File: src/rtl/uq_pkg.sv
package uq_pkg;

    localparam int DATA_W = 8;
    localparam int ERR_W  = 3;
    localparam int WORD_W = DATA_W + ERR_W + 1;

    // Per-character error flags; packed so that frm is bit 0.
    typedef struct packed {
        logic brk;
        logic par;
        logic frm;
    } rx_err_t;

    typedef struct packed {
        rx_err_t           err;
        logic [DATA_W-1:0] data;
    } rx_slot_t;

    typedef struct packed {
        logic              ovr;
        rx_err_t           err;
        logic [DATA_W-1:0] data;
    } rx_word_t;

    function automatic rx_word_t make_word(input logic ovr, input rx_slot_t s);
        rx_word_t w;
        w.ovr  = ovr;
        w.err  = s.err;
        w.data = s.data;
        return w;
    endfunction

endpackage

File: src/rtl/uq_ring.sv
module uq_ring #(
    parameter int W     = 8,
    parameter int DEPTH = 16
) (
    input  logic         clk,
    input  logic         rst,
    input  logic         flush,
    input  logic         one_deep,
    input  logic         push,
    input  logic [W-1:0] push_data,
    input  logic         pop,
    output logic [W-1:0] head,
    output logic         empty,
    output logic         full
);
    localparam int AW = (DEPTH > 1) ? $clog2(DEPTH) : 1;
    localparam int CW = AW + 1;
    localparam logic [AW-1:0] LAST = AW'(DEPTH - 1);

    logic [W-1:0]     slots [DEPTH];
    logic [DEPTH-1:0] slot_we;
    logic [AW-1:0]    wr_ptr, rd_ptr;
    logic [CW-1:0]    cnt, cap;
    logic             push_ok, pop_ok;

    assign cap     = one_deep ? CW'(1) : CW'(DEPTH);
    assign full    = (cnt == cap);
    assign empty   = (cnt == '0);
    assign push_ok = push && !full && !flush;
    assign pop_ok  = pop && !empty && !flush;

    function automatic logic [AW-1:0] bump(input logic [AW-1:0] p);
        return (p == LAST) ? '0 : p + AW'(1);
    endfunction

    genvar gi;
    generate
        for (gi = 0; gi < DEPTH; gi++) begin : g_we
            assign slot_we[gi] = push_ok && (wr_ptr == AW'(gi));
        end
    endgenerate

    always_ff @(posedge clk) begin
        for (int i = 0; i < DEPTH; i++) begin
            if (slot_we[i]) slots[i] <= push_data;
        end
    end

    always_ff @(posedge clk) begin
        if (rst || flush) begin
            wr_ptr <= '0;
            rd_ptr <= '0;
            cnt    <= '0;
        end else begin
            if (push_ok) wr_ptr <= bump(wr_ptr);
            if (pop_ok)  rd_ptr <= bump(rd_ptr);
            case ({push_ok, pop_ok})
                2'b10:   cnt <= cnt + CW'(1);
                2'b01:   cnt <= cnt - CW'(1);
                default: cnt <= cnt;
            endcase
        end
    end

    assign head = empty ? '0 : slots[rd_ptr];

endmodule

File: src/rtl/uq_ovr_flag.sv
module uq_ovr_flag (
    input  logic clk,
    input  logic rst,
    input  logic set,
    input  logic clr,
    output logic flag
);
    always_ff @(posedge clk) begin
        if (rst)      flag <= 1'b0;
        else if (set) flag <= 1'b1;
        else if (clr) flag <= 1'b0;
    end
endmodule

File: src/rtl/uart_queue_pair.sv
module uart_queue_pair
    import uq_pkg::*;
#(
    parameter int QDEPTH = 16
) (
    input  logic              clk,
    input  logic              rst,
    input  logic              fifo_en,
    input  logic              bus_wr,
    input  logic [DATA_W-1:0] bus_wdata,
    input  logic              bus_rd,
    output logic [WORD_W-1:0] bus_rdata,
    input  logic              ovr_clr,
    input  logic              tx_pop,
    output logic [DATA_W-1:0] tx_data,
    output logic              tx_empty,
    output logic              tx_full,
    input  logic              rx_push,
    input  logic [DATA_W-1:0] rx_pdata,
    input  logic [ERR_W-1:0]  rx_perr,
    output logic              rx_empty,
    output logic              rx_full,
    output logic              rx_overrun
);
    localparam int SLOT_W = $bits(rx_slot_t);

    logic     mode_q;
    logic     mode_chg;
    rx_slot_t rx_in;
    rx_slot_t rx_head;

    assign mode_chg = (fifo_en != mode_q);

    always_ff @(posedge clk) begin
        if (rst) mode_q <= 1'b0;
        else     mode_q <= fifo_en;
    end

    assign rx_in.err  = rx_err_t'(rx_perr);
    assign rx_in.data = rx_pdata;

    uq_ring #(.W(DATA_W), .DEPTH(QDEPTH)) tx_ring_i (
        .clk       (clk),
        .rst       (rst),
        .flush     (mode_chg),
        .one_deep  (!mode_q),
        .push      (bus_wr),
        .push_data (bus_wdata),
        .pop       (tx_pop),
        .head      (tx_data),
        .empty     (tx_empty),
        .full      (tx_full)
    );

    uq_ring #(.W(SLOT_W), .DEPTH(QDEPTH)) rx_ring_i (
        .clk       (clk),
        .rst       (rst),
        .flush     (mode_chg),
        .one_deep  (!mode_q),
        .push      (rx_push),
        .push_data (rx_in),
        .pop       (bus_rd),
        .head      (rx_head),
        .empty     (rx_empty),
        .full      (rx_full)
    );

    uq_ovr_flag ovr_i (
        .clk  (clk),
        .rst  (rst),
        .set  (rx_push && rx_full),
        .clr  (ovr_clr),
        .flag (rx_overrun)
    );

    assign bus_rdata = make_word(rx_overrun, rx_head);

endmodule

File: config.mk
export PLATFORM = sky130hd
export DESIGN_NAME = uart_queue_pair
export DESIGN_NICKNAME = d
export VERILOG_FILES = /design/src/rtl/uq_pkg.sv /design/src/rtl/uq_ring.sv /design/src/rtl/uq_ovr_flag.sv /design/src/rtl/uart_queue_pair.sv
export SDC_FILE = /design/constraint.sdc
export NUM_CORES = 1
export LEC_CHECK = 0
export ABC_CLOCK_PERIOD_IN_PS = 3300
export BUFFER_PORTS_ARGS = -buffer_cell sky130_fd_sc_hd__buf_2
export CAP_MARGIN = 25
export CORE_ASPECT_RATIO = 1.4
export CORE_MARGIN = 8
export CORE_UTILIZATION = 40
export DETAILED_ROUTE_END_ITERATION = 16
export PLACE_DENSITY = 0.68
export SLEW_MARGIN = 0
export SYNTH_ARGS = -nofsm -noshare
export SYNTH_HDL_FRONTEND = slang
export SYNTH_HIERARCHICAL = 1
export SYNTH_SLANG_ARGS = --single-unit
File: constraint.sdc
create_clock -name clk -period 3.3 [get_ports clk]
set_clock_uncertainty 0.2 [all_clocks]
set_input_delay 0.33 -clock clk [delete_from_list [all_inputs] [get_ports clk]]
set_output_delay 0.33 -clock clk [all_outputs]
set_load 0.02 [all_outputs]
==> reports/metrics.cfg <==
[pwr]
pwr_density_cell_nw_per_um2 = 540
p_total_mw = 8.73
leakagePower_nw = 5.14
vdd_drop_max_uv = 455

[layout]
layout-drive-gt1-share_pct = 26.8
post-route-cell-area_sq_um = 16200
diodes = 0
area_delta_synth_final_pct = 16.2
final_nets = 911
instances_no_fill = 1348

[routing]
ant_nets = 0
num_vias = 7142
first_pass_iters = 4
viasPerCell = 5.30
wl_per_cell_um = 19.9
drtIter0Drc = 434
drt_wl_total_um = 26800
drcViolationCount = 0

[floorplanning]
die_area_sq_um = 41100
rows = 81
die_x_um = 174
start_util_pct = 40.1
io_pins = 52
core_area_sq_um = 34700
die_y_um = 237

[timing]
clock.fmax_mhz = 320
grt_setup_unrepaired = false
setup_viol = 0
period_share_pct = 94.8
drv_slew = 0
fin_crit_ns = 3.13
finalSetupTns_ns = 0
setup_ws_ns = 0.172
hold_viol_final = 0
slew_headroom_pct = 49.6
worst_slew_pin_slew_ns = 0.756

[clocking]
clockBufferDepth = 3
tritoncts = yes
postCtsSetupBuffers = 0
cts_max_level = 2
cts-root-buf = clkbuf_16
numClockSinks = 340
cts-buffers-inserted = 34
clk_latency_ns = 0.52
clkSlewWorstSetupHoldPaths_ns = 0.06

[setup_path]
crit_path_top_delay_cell = dfxtp_2
worst_ep_required_time_ns = 2.77
cp-end-kind = output port
cpLargestDelayFamily = flip-flops
crit_type = flop to output port
start_kind = flop
path_cells = mux4_2, nor2b_1, a211oi_1, a211oi_1, buf_2
worst-path-max-fanout = 15
slowest_delay_ns = 0.67
crit_path_frequent_cell = a211oi_1
regToRegSetupSlack_ns = 0.21
path_buf_inv = 1
arrival_ns = 2.60

[placement]
gp_congestion = 0.743
dp.cells = 1269
hpwlAfterDp_um = 17400
port_buffers = 51
dp_worst_setup_slack_ns = 0.175
postPlaceCellArea_sq_um = 14900

[global_routing]
grt_pass1_vias = 7444
grt.total_usage_pct = 12.9
grt_max_degree = 45
grt_pass1_wl_um = 41900
antenna_found_initial = 1
overflow = 0

[logic_synthesis]
netlist_instances = 770
synth_seq_area_share_pct = 70.8
synth-async-reset-ratio_pct = 0
synth_area_leaders = edfxtp_1, mux4_2, dfxtp_1
synth_largest_area_cell = edfxtp_1
yosysTopAreaCellShare_pct = 65.6
synth_edf_count = 304
synth.most_common_cell = edfxtp_1
synth_area_per_cell_sq_um = 18.1
netlist-cell-type-count = 52
syn_nets = 813
syn_area_sq_um = 13900
synth_seq_cells = 340
ys.flop_type = edfxtp_1
yosys_warnings = 6
synth_common_cells = edfxtp_1, mux4_2, a211oi_1

[flow_run]
drv_cap = 0

[hold_path]
min_path_type = input pin to flop

[status]
status = complete, no violations

==> flip-flops by register name, summed over array words and instances, names as in the netlist, named ones only <==
name and flops:
rx_ring_i/rd_ptr 4, ovr_i/flag 1, mode_q 1, tx_ring_i/cnt 5, rx_ring_i/cnt 5, tx_ring_i/slots 128
rx_ring_i/slots 176, tx_ring_i/rd_ptr 4, tx_ring_i/wr_ptr 4, rx_ring_i/wr_ptr 4
==> cells by family (layout without fill, tap and decap cells) <==
family                   count (synthesis)  in the layout  share of synthesized area (%)
AO/OA/AOI/OAI                           95             95                           4.83
XOR/XNOR                                11             11                          0.692
adder cells (fa/ha/maj)                 16             16                           1.44
buffers and inverters                   63            185                           2.11
flip-flops                             340            340                           70.8
multiplexers                           101            101                           14.1
AND/OR/NAND/NOR                        144            144                           6.04
==> report_power, final <==
group          internal [mW]  switching, mW  leakage, nW
logic                  0.120          0.207         1.59
clock network           2.14           1.54        0.514
registers               4.71         0.0123         3.03
total                   6.97           1.76         5.14
==> worst reg2reg max path: cells and delay by family, from the launching register on <==
family | cells | cell delay, ns
buffers and inverters | 2 | 0.24
DFF | 1 | 0.43
xor gates and xnor gates | 1 | 0.15
adders and majority gates | 2 | 0.46
AOI/OAI and AO/OA | 5 | 1.08
and+or+nand+nor | 2 | 0.42
==> cells in the final DEF, fill, tap and decap left out, drive strengths merged, types with 4 or more instances in the layout <==
| cell | Yosys | routed |
|---|---|---|
| ha | 16 | 16 |
| xor2 | 10 | 10 |
| buf | 24 | 93 |
| o31ai | 5 | 5 |
| nand2 | 8 | 8 |
| dlygate4sd3 | 0 | 19 |
| clkbuf | 26 | 46 |
| a211oi | 39 | 39 |
| inv | 13 | 13 |
| clkinv | 0 | 11 |
| nor4b | 6 | 6 |
| dfxtp | 36 | 36 |
| nand3 | 20 | 20 |
| or3 | 4 | 4 |
| nand2b | 8 | 8 |
| nor3 | 11 | 11 |
| nor2b | 26 | 26 |
| a21oi | 17 | 17 |
| mux2i | 25 | 25 |
| and3 | 8 | 8 |
| or4 | 5 | 5 |
| o21ai | 13 | 13 |
| nor3b | 6 | 6 |
| nor2 | 25 | 25 |
| edfxtp | 304 | 304 |
| a21o | 5 | 5 |
| mux4 | 76 | 76 |
==> per-layer routing <==
layer | vias to the layer above | share of wire (%) | track usage, %
met5 | - | 0.037 | 0
met4 | 2 | 2.5 | 4.60
met3 | 47 | 3.6 | 2.33
met2 | 146 | 54 | 23.8
met1 | 3635 | 40 | 14.8
li1 | 3312 | - | -
==> area by class of cell <==
cell class | instances | area, sq um
Fill cell | 2976 | 18500
Sequential cell | 340 | 9860
Inverter | 13 | 48.8
Multi-Input combinational cell | 367 | 3840
Clock buffer | 46 | 927
Clock inverter | 14 | 138
Timing Repair Buffer | 112 | 798
Tap cell | 456 | 571
==> metrics by stage <==
stage | hold WS [ns] | utilization (%)
after detailed placement | 0.306 | 43.0
after global routing | 0.00639 | 46.7
final | 0.0211 | 46.7
after CTS | 0.00235 | 46.7
after global placement | 0.286 | 43.0
after floorplan | 0.192 | -
==> final timing paths <==
check / startpoint / end / cells past startpoint
hold / removal: bus_wdata[1] / tx_ring_i/slots[7][1] / 1
setup reg to reg: tx_ring_i/cnt[4] / tx_ring_i/cnt[4] / 12
setup / recovery: flop / tx_data[2] / 5
hold reg to reg: rx_ring_i/rd_ptr[0] / flop / 2
==> repair_timing <==
action                                 in CTS  in global routing
hold buffers                               19                  0
resized for setup                           0                  2
endpoints found under the hold margin     239                  0
setup endpoints to repair                   0                  2
(Power assumes the default switching activity.)
